--- src/rtl/pit_pkg.sv ---
package pit_pkg;

   // Register bus geometry shared by the timer and its checker
   localparam int unsigned PIT_BUS_W  = 8;
   localparam int unsigned PIT_ADDR_W = 8;
   localparam int unsigned PIT_CNT_W  = 12;

   // Decoded register selection
   typedef enum logic [2:0] {
      SEL_NONE   = 3'd0,
      SEL_CNT_LO = 3'd1,
      SEL_CNT_HI = 3'd2,
      SEL_PRD_LO = 3'd3,
      SEL_PRD_HI = 3'd4
   } pit_sel_e;

endpackage

--- src/rtl/pit_regbank.sv ---
module pit_regbank
   import pit_pkg::*;
#(
   parameter int unsigned            BUS_W   = PIT_BUS_W,
   parameter int unsigned            ADDR_W  = PIT_ADDR_W,
   parameter int unsigned            CNT_W   = PIT_CNT_W,
   parameter logic [ADDR_W-1:0]      A_CNT_LO = 'h26,
   parameter logic [ADDR_W-1:0]      A_CNT_HI = 'h27,
   parameter logic [ADDR_W-1:0]      A_PRD_LO = 'h28,
   parameter logic [ADDR_W-1:0]      A_PRD_HI = 'h29
) (
   input  logic              clk_i,
   input  logic              rst_ni,
   input  logic [ADDR_W-1:0] addr_i,
   input  logic              wr_en_i,
   input  logic [BUS_W-1:0]  wr_data_i,
   input  logic              rd_en_i,
   input  logic [CNT_W-1:0]  count_i,
   output logic [CNT_W-1:0]  period_o,
   output logic [BUS_W-1:0]  rd_data_o
);

   localparam int unsigned HI_W = CNT_W - BUS_W;

   pit_sel_e           sel;
   logic [BUS_W-1:0]   stage_q;
   logic [HI_W-1:0]    hold_q;
   logic [CNT_W-1:0]   period_q;
   logic [BUS_W-1:0]   rd_next;

   // Address decode
   always_comb begin
      if      (addr_i == A_CNT_LO) sel = SEL_CNT_LO;
      else if (addr_i == A_CNT_HI) sel = SEL_CNT_HI;
      else if (addr_i == A_PRD_LO) sel = SEL_PRD_LO;
      else if (addr_i == A_PRD_HI) sel = SEL_PRD_HI;
      else                         sel = SEL_NONE;
   end

   // Staged period write: low byte waits, high write commits both halves
   always_ff @(posedge clk_i or negedge rst_ni) begin
      if (!rst_ni) begin
         stage_q  <= '0;
         period_q <= '0;
      end else if (wr_en_i) begin
         if (sel == SEL_PRD_LO) begin
            stage_q <= wr_data_i;
         end
         if (sel == SEL_PRD_HI) begin
            period_q <= {wr_data_i[HI_W-1:0], stage_q};
         end
      end
   end

   // Holding register: freezes the upper count bits on a low-byte read
   always_ff @(posedge clk_i or negedge rst_ni) begin
      if (!rst_ni) begin
         hold_q <= '0;
      end else if (rd_en_i && sel == SEL_CNT_LO) begin
         hold_q <= count_i[CNT_W-1:BUS_W];
      end
   end

   // Read mux; upper register reads are zero-extended
   always_comb begin
      unique case (sel)
         SEL_CNT_LO: rd_next = count_i[BUS_W-1:0];
         SEL_CNT_HI: rd_next = BUS_W'(hold_q);
         SEL_PRD_LO: rd_next = period_q[BUS_W-1:0];
         SEL_PRD_HI: rd_next = BUS_W'(period_q[CNT_W-1:BUS_W]);
         default:    rd_next = '0;
      endcase
   end

   always_ff @(posedge clk_i or negedge rst_ni) begin
      if (!rst_ni) begin
         rd_data_o <= '0;
      end else if (rd_en_i) begin
         rd_data_o <= rd_next;
      end
   end

   assign period_o = period_q;

endmodule

--- src/rtl/pit_counter.sv ---
module pit_counter #(
   parameter int unsigned CNT_W = pit_pkg::PIT_CNT_W
) (
   input  logic             clk_i,
   input  logic             rst_ni,
   input  logic             tick_i,
   input  logic [CNT_W-1:0] period_i,
   output logic [CNT_W-1:0] count_o,
   output logic             irq_o
);

   logic [CNT_W-1:0] count_q;
   logic             at_zero;
   logic             expire;

   assign at_zero = (count_q == '0);
   assign expire  = tick_i && at_zero;

   always_ff @(posedge clk_i or negedge rst_ni) begin
      if (!rst_ni) begin
         count_q <= '0;
      end else if (tick_i) begin
         if (at_zero) count_q <= period_i;
         else         count_q <= count_q - CNT_W'(1);
      end
   end

   // Interrupt only for a real period; a zero period keeps the timer idle
   always_ff @(posedge clk_i or negedge rst_ni) begin
      if (!rst_ni) irq_o <= 1'b0;
      else         irq_o <= expire && (period_i != '0);
   end

   assign count_o = count_q;

endmodule

--- src/rtl/pit_interval_timer.sv ---
module pit_interval_timer
   import pit_pkg::*;
#(
   parameter int unsigned       BUS_W    = PIT_BUS_W,
   parameter int unsigned       ADDR_W   = PIT_ADDR_W,
   parameter int unsigned       CNT_W    = PIT_CNT_W,
   parameter logic [ADDR_W-1:0] A_CNT_LO = 'h26,
   parameter logic [ADDR_W-1:0] A_CNT_HI = 'h27,
   parameter logic [ADDR_W-1:0] A_PRD_LO = 'h28,
   parameter logic [ADDR_W-1:0] A_PRD_HI = 'h29
) (
   input  logic              clk_i,
   input  logic              rst_ni,
   input  logic              tick_i,
   input  logic [ADDR_W-1:0] addr_i,
   input  logic              wr_en_i,
   input  logic [BUS_W-1:0]  wr_data_i,
   input  logic              rd_en_i,
   output logic [BUS_W-1:0]  rd_data_o,
   output logic              irq_o
);

   // Elaboration checks: the count must span more than one bus word and at most two
   generate
      if (CNT_W <= BUS_W || CNT_W > 2 * BUS_W) begin : g_bad_width
         $error("pit_interval_timer: CNT_W must lie in (BUS_W, 2*BUS_W]");
      end
      if (A_CNT_LO == A_CNT_HI || A_CNT_LO == A_PRD_LO || A_CNT_LO == A_PRD_HI ||
          A_CNT_HI == A_PRD_LO || A_CNT_HI == A_PRD_HI || A_PRD_LO == A_PRD_HI) begin : g_bad_map
         $error("pit_interval_timer: register addresses must be distinct");
      end
   endgenerate

   logic [CNT_W-1:0] count_w;
   logic [CNT_W-1:0] period_w;

   pit_regbank #(
      .BUS_W    (BUS_W),
      .ADDR_W   (ADDR_W),
      .CNT_W    (CNT_W),
      .A_CNT_LO (A_CNT_LO),
      .A_CNT_HI (A_CNT_HI),
      .A_PRD_LO (A_PRD_LO),
      .A_PRD_HI (A_PRD_HI)
   ) i_regbank (
      .clk_i     (clk_i),
      .rst_ni    (rst_ni),
      .addr_i    (addr_i),
      .wr_en_i   (wr_en_i),
      .wr_data_i (wr_data_i),
      .rd_en_i   (rd_en_i),
      .count_i   (count_w),
      .period_o  (period_w),
      .rd_data_o (rd_data_o)
   );

   pit_counter #(
      .CNT_W (CNT_W)
   ) i_counter (
      .clk_i    (clk_i),
      .rst_ni   (rst_ni),
      .tick_i   (tick_i),
      .period_i (period_w),
      .count_o  (count_w),
      .irq_o    (irq_o)
   );

endmodule

--- config.mk ---
export PLATFORM = sky130hd
export DESIGN_NAME = pit_interval_timer
export DESIGN_NICKNAME = d
export VERILOG_FILES = /design/src/rtl/pit_pkg.sv /design/src/rtl/pit_regbank.sv /design/src/rtl/pit_counter.sv /design/src/rtl/pit_interval_timer.sv
export SDC_FILE = /design/constraint.sdc
export NUM_CORES = 1
export LEC_CHECK = 0
export BUFFER_PORTS_ARGS = -buffer_cell sky130_fd_sc_hd__buf_2
export CORE_AREA = 3 3 67 69
export DETAILED_ROUTE_END_ITERATION = 8
export DIE_AREA = 0 0 70 72
export PLACE_DENSITY = 0.82
export SYNTH_ARGS = -nofsm -noshare
export SYNTH_HDL_FRONTEND = slang
export SYNTH_SLANG_ARGS = --single-unit
--- constraint.sdc ---
create_clock -name clk_i -period 2 [get_ports clk_i]
set_input_delay 0.1 -clock clk_i [delete_from_list [all_inputs] [get_ports clk_i]]
set_output_delay 0.1 -clock clk_i [all_outputs]
set_load 0.01 [all_outputs]
# Yosys cells after proc, flatten, opt, wreduce, memory -nomap -nowiden
# Cells that the tools add are included.
# W data, S select, Z words.
# totals
ff_bits,45
# op_classes
n_addsub,1
eq_ne,8
muxes,6
n_reduce_logical,7
# ops
op,n
$eq A8 B6 Y1 const B,4
$pmux W8 S4,1
$logic_not A12 Y1,1
$mux W12,1
$mux W3,4
$reduce_bool A12 Y1,1
$sub A12 B1 Y12 const B,1
$eq A3 B2 Y1 const B,2
$reduce_and A2 Y1,2
$eq A3 B1 Y1 const B,1
$eq A3 B3 Y1 const B,1
$logic_and A1 B1 Y1,3

# Longest topological paths before layout
# depth
depth_word,7
ltp_mapped,7
depth_no_buf,6

# By module
# From an unflattened synthesis, not the netlist that was laid out.
# unflattened
hier_cells,193
area_unflattened_um2,2319.7
# modules_own_cells
module,instances,cells_each,area_each_um2
pit_regbank,1,103,1477.7
pit_counter,1,90,842.1

# Worst setup path after synthesis
# No wires, ideal clock.
# synth_timing
kind,register to register
start,"reg i_counter.count_q[0], in the netlist i_counter.count_o[0]"
end,"reg i_counter.count_q[6], in the netlist i_counter.count_o[6]"
setup_time_ps,139
t_arrival_ps,1559
setup_slack_ps,302
stages_incl_launch_ff,7
path_buffers,0
cell_sequence,dfrtp_1 > inv_1 > ha_1 > or3b_2 > nor3_1 > o2bb2ai_1 > a22oi_1
# synth_between
elab_chain_len,2
# synth_lines
element,line,source
"start, declared",pit_counter.sv:12,logic [CNT_W-1:0] count_q;
"start signal, assigned",pit_counter.sv:23,if (at_zero) count_q <= period_i;
"start signal, assigned",pit_counter.sv:24,else count_q <= count_q - CNT_W'(1);
$sub A12 B1 Y12 / $logic_not A12 Y1 (equally long branches),"pit_counter.sv:24, pit_counter.sv:16",
$mux W12 *,pit_counter.sv:23,
# Every way passes the cells marked *; elsewhere a longest branch is shown, timed or not.
# A chain may end at the register's enable or synchronous reset.

# Worst setup path after layout
# Ends and elaborated chain as after synthesis.

==> qor.yml <==
antenna_left: 0
final.period_utilization_pct: 94.3
max_cap_violations: 0
grt_max_degree: 27
numCtsBuffers: 5
wire_per_inst_um: 17.6
synth_seq_cells: 45
synth_area_leaders: "dfrtp_1, mux2_2, a221oi_1"
io-pin-count: 30
startpoint_type: "flip-flop"
cts_setup_buffers: 0
cts-root-buf: "clkbuf_8"
dp_hpwl_um: 3680
use_met1_pct: 28.4
dieArea_um2: 5040
synth_top_area_share_pct: 50.9
netlist_top_cells_count: "dfrtp_1, mux2_2, inv_1"
rows: 23
cts.sinks: 45
cts_tree: "yes"
cts_buffer_depth: 2
post-route-min-period_ns: 1.89
grt_pass1_wl_um: 8360
p_per_area_nw_per_um2: 916
synthSimpleGateAreaFrac_pct: 15.6
synthesis.area_um2: 2210
cp-end-kind: "flip-flop"
use_met2_pct: 34.6
critPathRequiredTime_ns: 2.21
muxShareOfSynthArea_pct: 14.1
die_h_um: 72
clkLatencyLatePin_ns: 0.30
firstDrtPassIters: 4
htree_num_levels: 2
hold_class: "in2reg"
placement.io_buffers: 29
critPathKind: "reg2reg"
synth_edf_count: 0
skew_ns: 0.00495
yosysWarnings: 0
timing.final.max_slew_violations: 0
final-setup-viol-count: 0
p_leak_uw: 0.00120
syn_inst: 190
drt_iter0_drc: 177
yosys.area_share.xor_xnor_pct: 0
globalRouteMet3Util_pct: 4.43
grt_usage_pct: 21.2
syn_to_final_growth_pct: 15.7
syn_nets: 213
num_vias: 1733
synth_flop_cell: "dfrtp_1"
overflow: 0
antenna_found_initial: 0
ys_seq_area_share_pct: 50.9
yosys.area.top_type: "dfrtp_1"
finalNetCount: 252
synth_cell_types: 45
worstMarginPinSlew_ns: 0.579
drc: 0
slew_headroom_pct: 61.4
initial_core_util_pct: 55.7
placed_area_um2: 2450
via_per_inst: 6.19
setup_tns_ns: 0
synth_compound_area_share_pct: 14.8
drive_gt1_share_pct: 34.8
ir_worst_vdd_mv: 0.681
cp_max_fo: 6
place_congestion: 0.916
synth_most_common_cell: "dfrtp_1"
arrival_ns: 2.10
async_flop_share_pct: 100
hold_viol_final: 0
chipWidth_um: 70
busiest_layer: "met2"
synth_top_family_by_area: "simple AND/OR/NAND/NOR gates"
diodes: 0
clk_pin_slew_worst_paths_ns: 0.08
clock.fmax_mhz: 530
syn_area_per_cell_um2: 11.6
totalWireLength_um: 4920
grt_pass1_vias: 1710
coreArea_um2: 3970
synth_fa_ha_area_share_pct: 1.13
final_cell_area_um2: 2560
status: "completed"
path summary, 6_finish.rpt:
path | start | to | slack [ns] | cells past startpoint
max | i_counter.count_o[0]$_DFFE_PN0P_ | i_counter.count_o[6]$_DFFE_PN0P_ | 0.11 | 6
min in group asynchronous | rst_ni | i_counter.count_o[8]$_DFFE_PN0P_ | 0.33 | 2
max in group asynchronous | rst_ni | i_counter.count_o[7]$_DFFE_PN0P_ | 1.11 | 3
min | wr_data_i[6] | i_regbank.stage_q[6]$_DFFE_PN0P_ | 0.02 | 2
max reg2reg | i_counter.count_o[0]$_DFFE_PN0P_ | i_counter.count_o[6]$_DFFE_PN0P_ | 0.11 | 6
min reg2reg | i_regbank.stage_q[7]$_DFFE_PN0P_ | i_regbank.period_o[7]$_DFFE_PN0P_ | 0.51 | 1
area by class of cell:
cell class / count / area [µm²]
Multi-Input combinational cell: 126 / 1010
Sequential cell: 45 / 1130
Clock inverter: 2 / 13.8
Timing Repair Buffer: 38 / 215
Tap cell: 50 / 62.6
Clock buffer: 6 / 82.6
Inverter: 13 / 48.8
Fill cell: 299 / 1410
per-stage QoR:
step | instances | setup WS, ns | power, µW | utilization (%) | hold WS [ns]
after floorplan | 190 | 0.302 | 1550 | - | -0.196
after global placement | 271 | 0.246 | 1750 | 61.7 | 0.130
after detailed placement | 271 | 0.150 | 1770 | 61.7 | 0.135
after CTS | 280 | 0.130 | 2350 | 64.4 | 0.0182
after global routing | 280 | -0.00466 | 2490 | 64.4 | 0.0269
final | 280 | 0.114 | 2340 | 64.4 | 0.0222
timing repair:
item                                   CTS  global route
gates resized for setup                  0             1
hold buffers                             1             0
endpoints found under the hold margin   24             0
setup endpoints to repair                0             1
registers in the layout (all words and copies together) (netlist names):
| register | flops |
|---|---|
| i_counter.irq_o | 1 |
| i_regbank.period_o | 12 |
| i_regbank.stage_q | 8 |
| i_regbank.hold_q | 4 |
| i_regbank.rd_data_o | 8 |
| i_counter.count_o | 12 |
critical path, stage by stage, from the launching register on:
cell	delay [ns]
dfrtp_1	0.43
inv_1	0.14
ha_1	0.22
or3b_2	0.51
nor3_1	0.21
o21ai_1	0.09
a22oi_1	0.19
per-layer routing:
layer	wire [µm]	up-vias
li1	-	809
met1	1990	847
met2	2470	70
met3	403	7
met4	59	0
met5	0	-
power by group:
group          total [µW]  internal (µW)  switching [µW]  leakage [µW]
Clock                 581            280             301     0.0000512
Combinational         547            255             292      0.000544
Sequential           1220           1020             201      0.000609
cells by family after synthesis:
family,Yosys count
simple gates,51
compound gates,45
flops,45
mux,28
buf+inv,19
fa+ha+maj,2
cell usage in the layout (no fill, tap or decap), drive strengths merged, types with 5 or more instances in the layout:
cell type and count:
a221oi 8, a22oi 5, buf 37, clkbuf 6, dfrtp 45, inv 13, mux2 25, nand2 12
nand3 9, nor2 6, o21ai 7
Power figures use the tool's default switching activity.
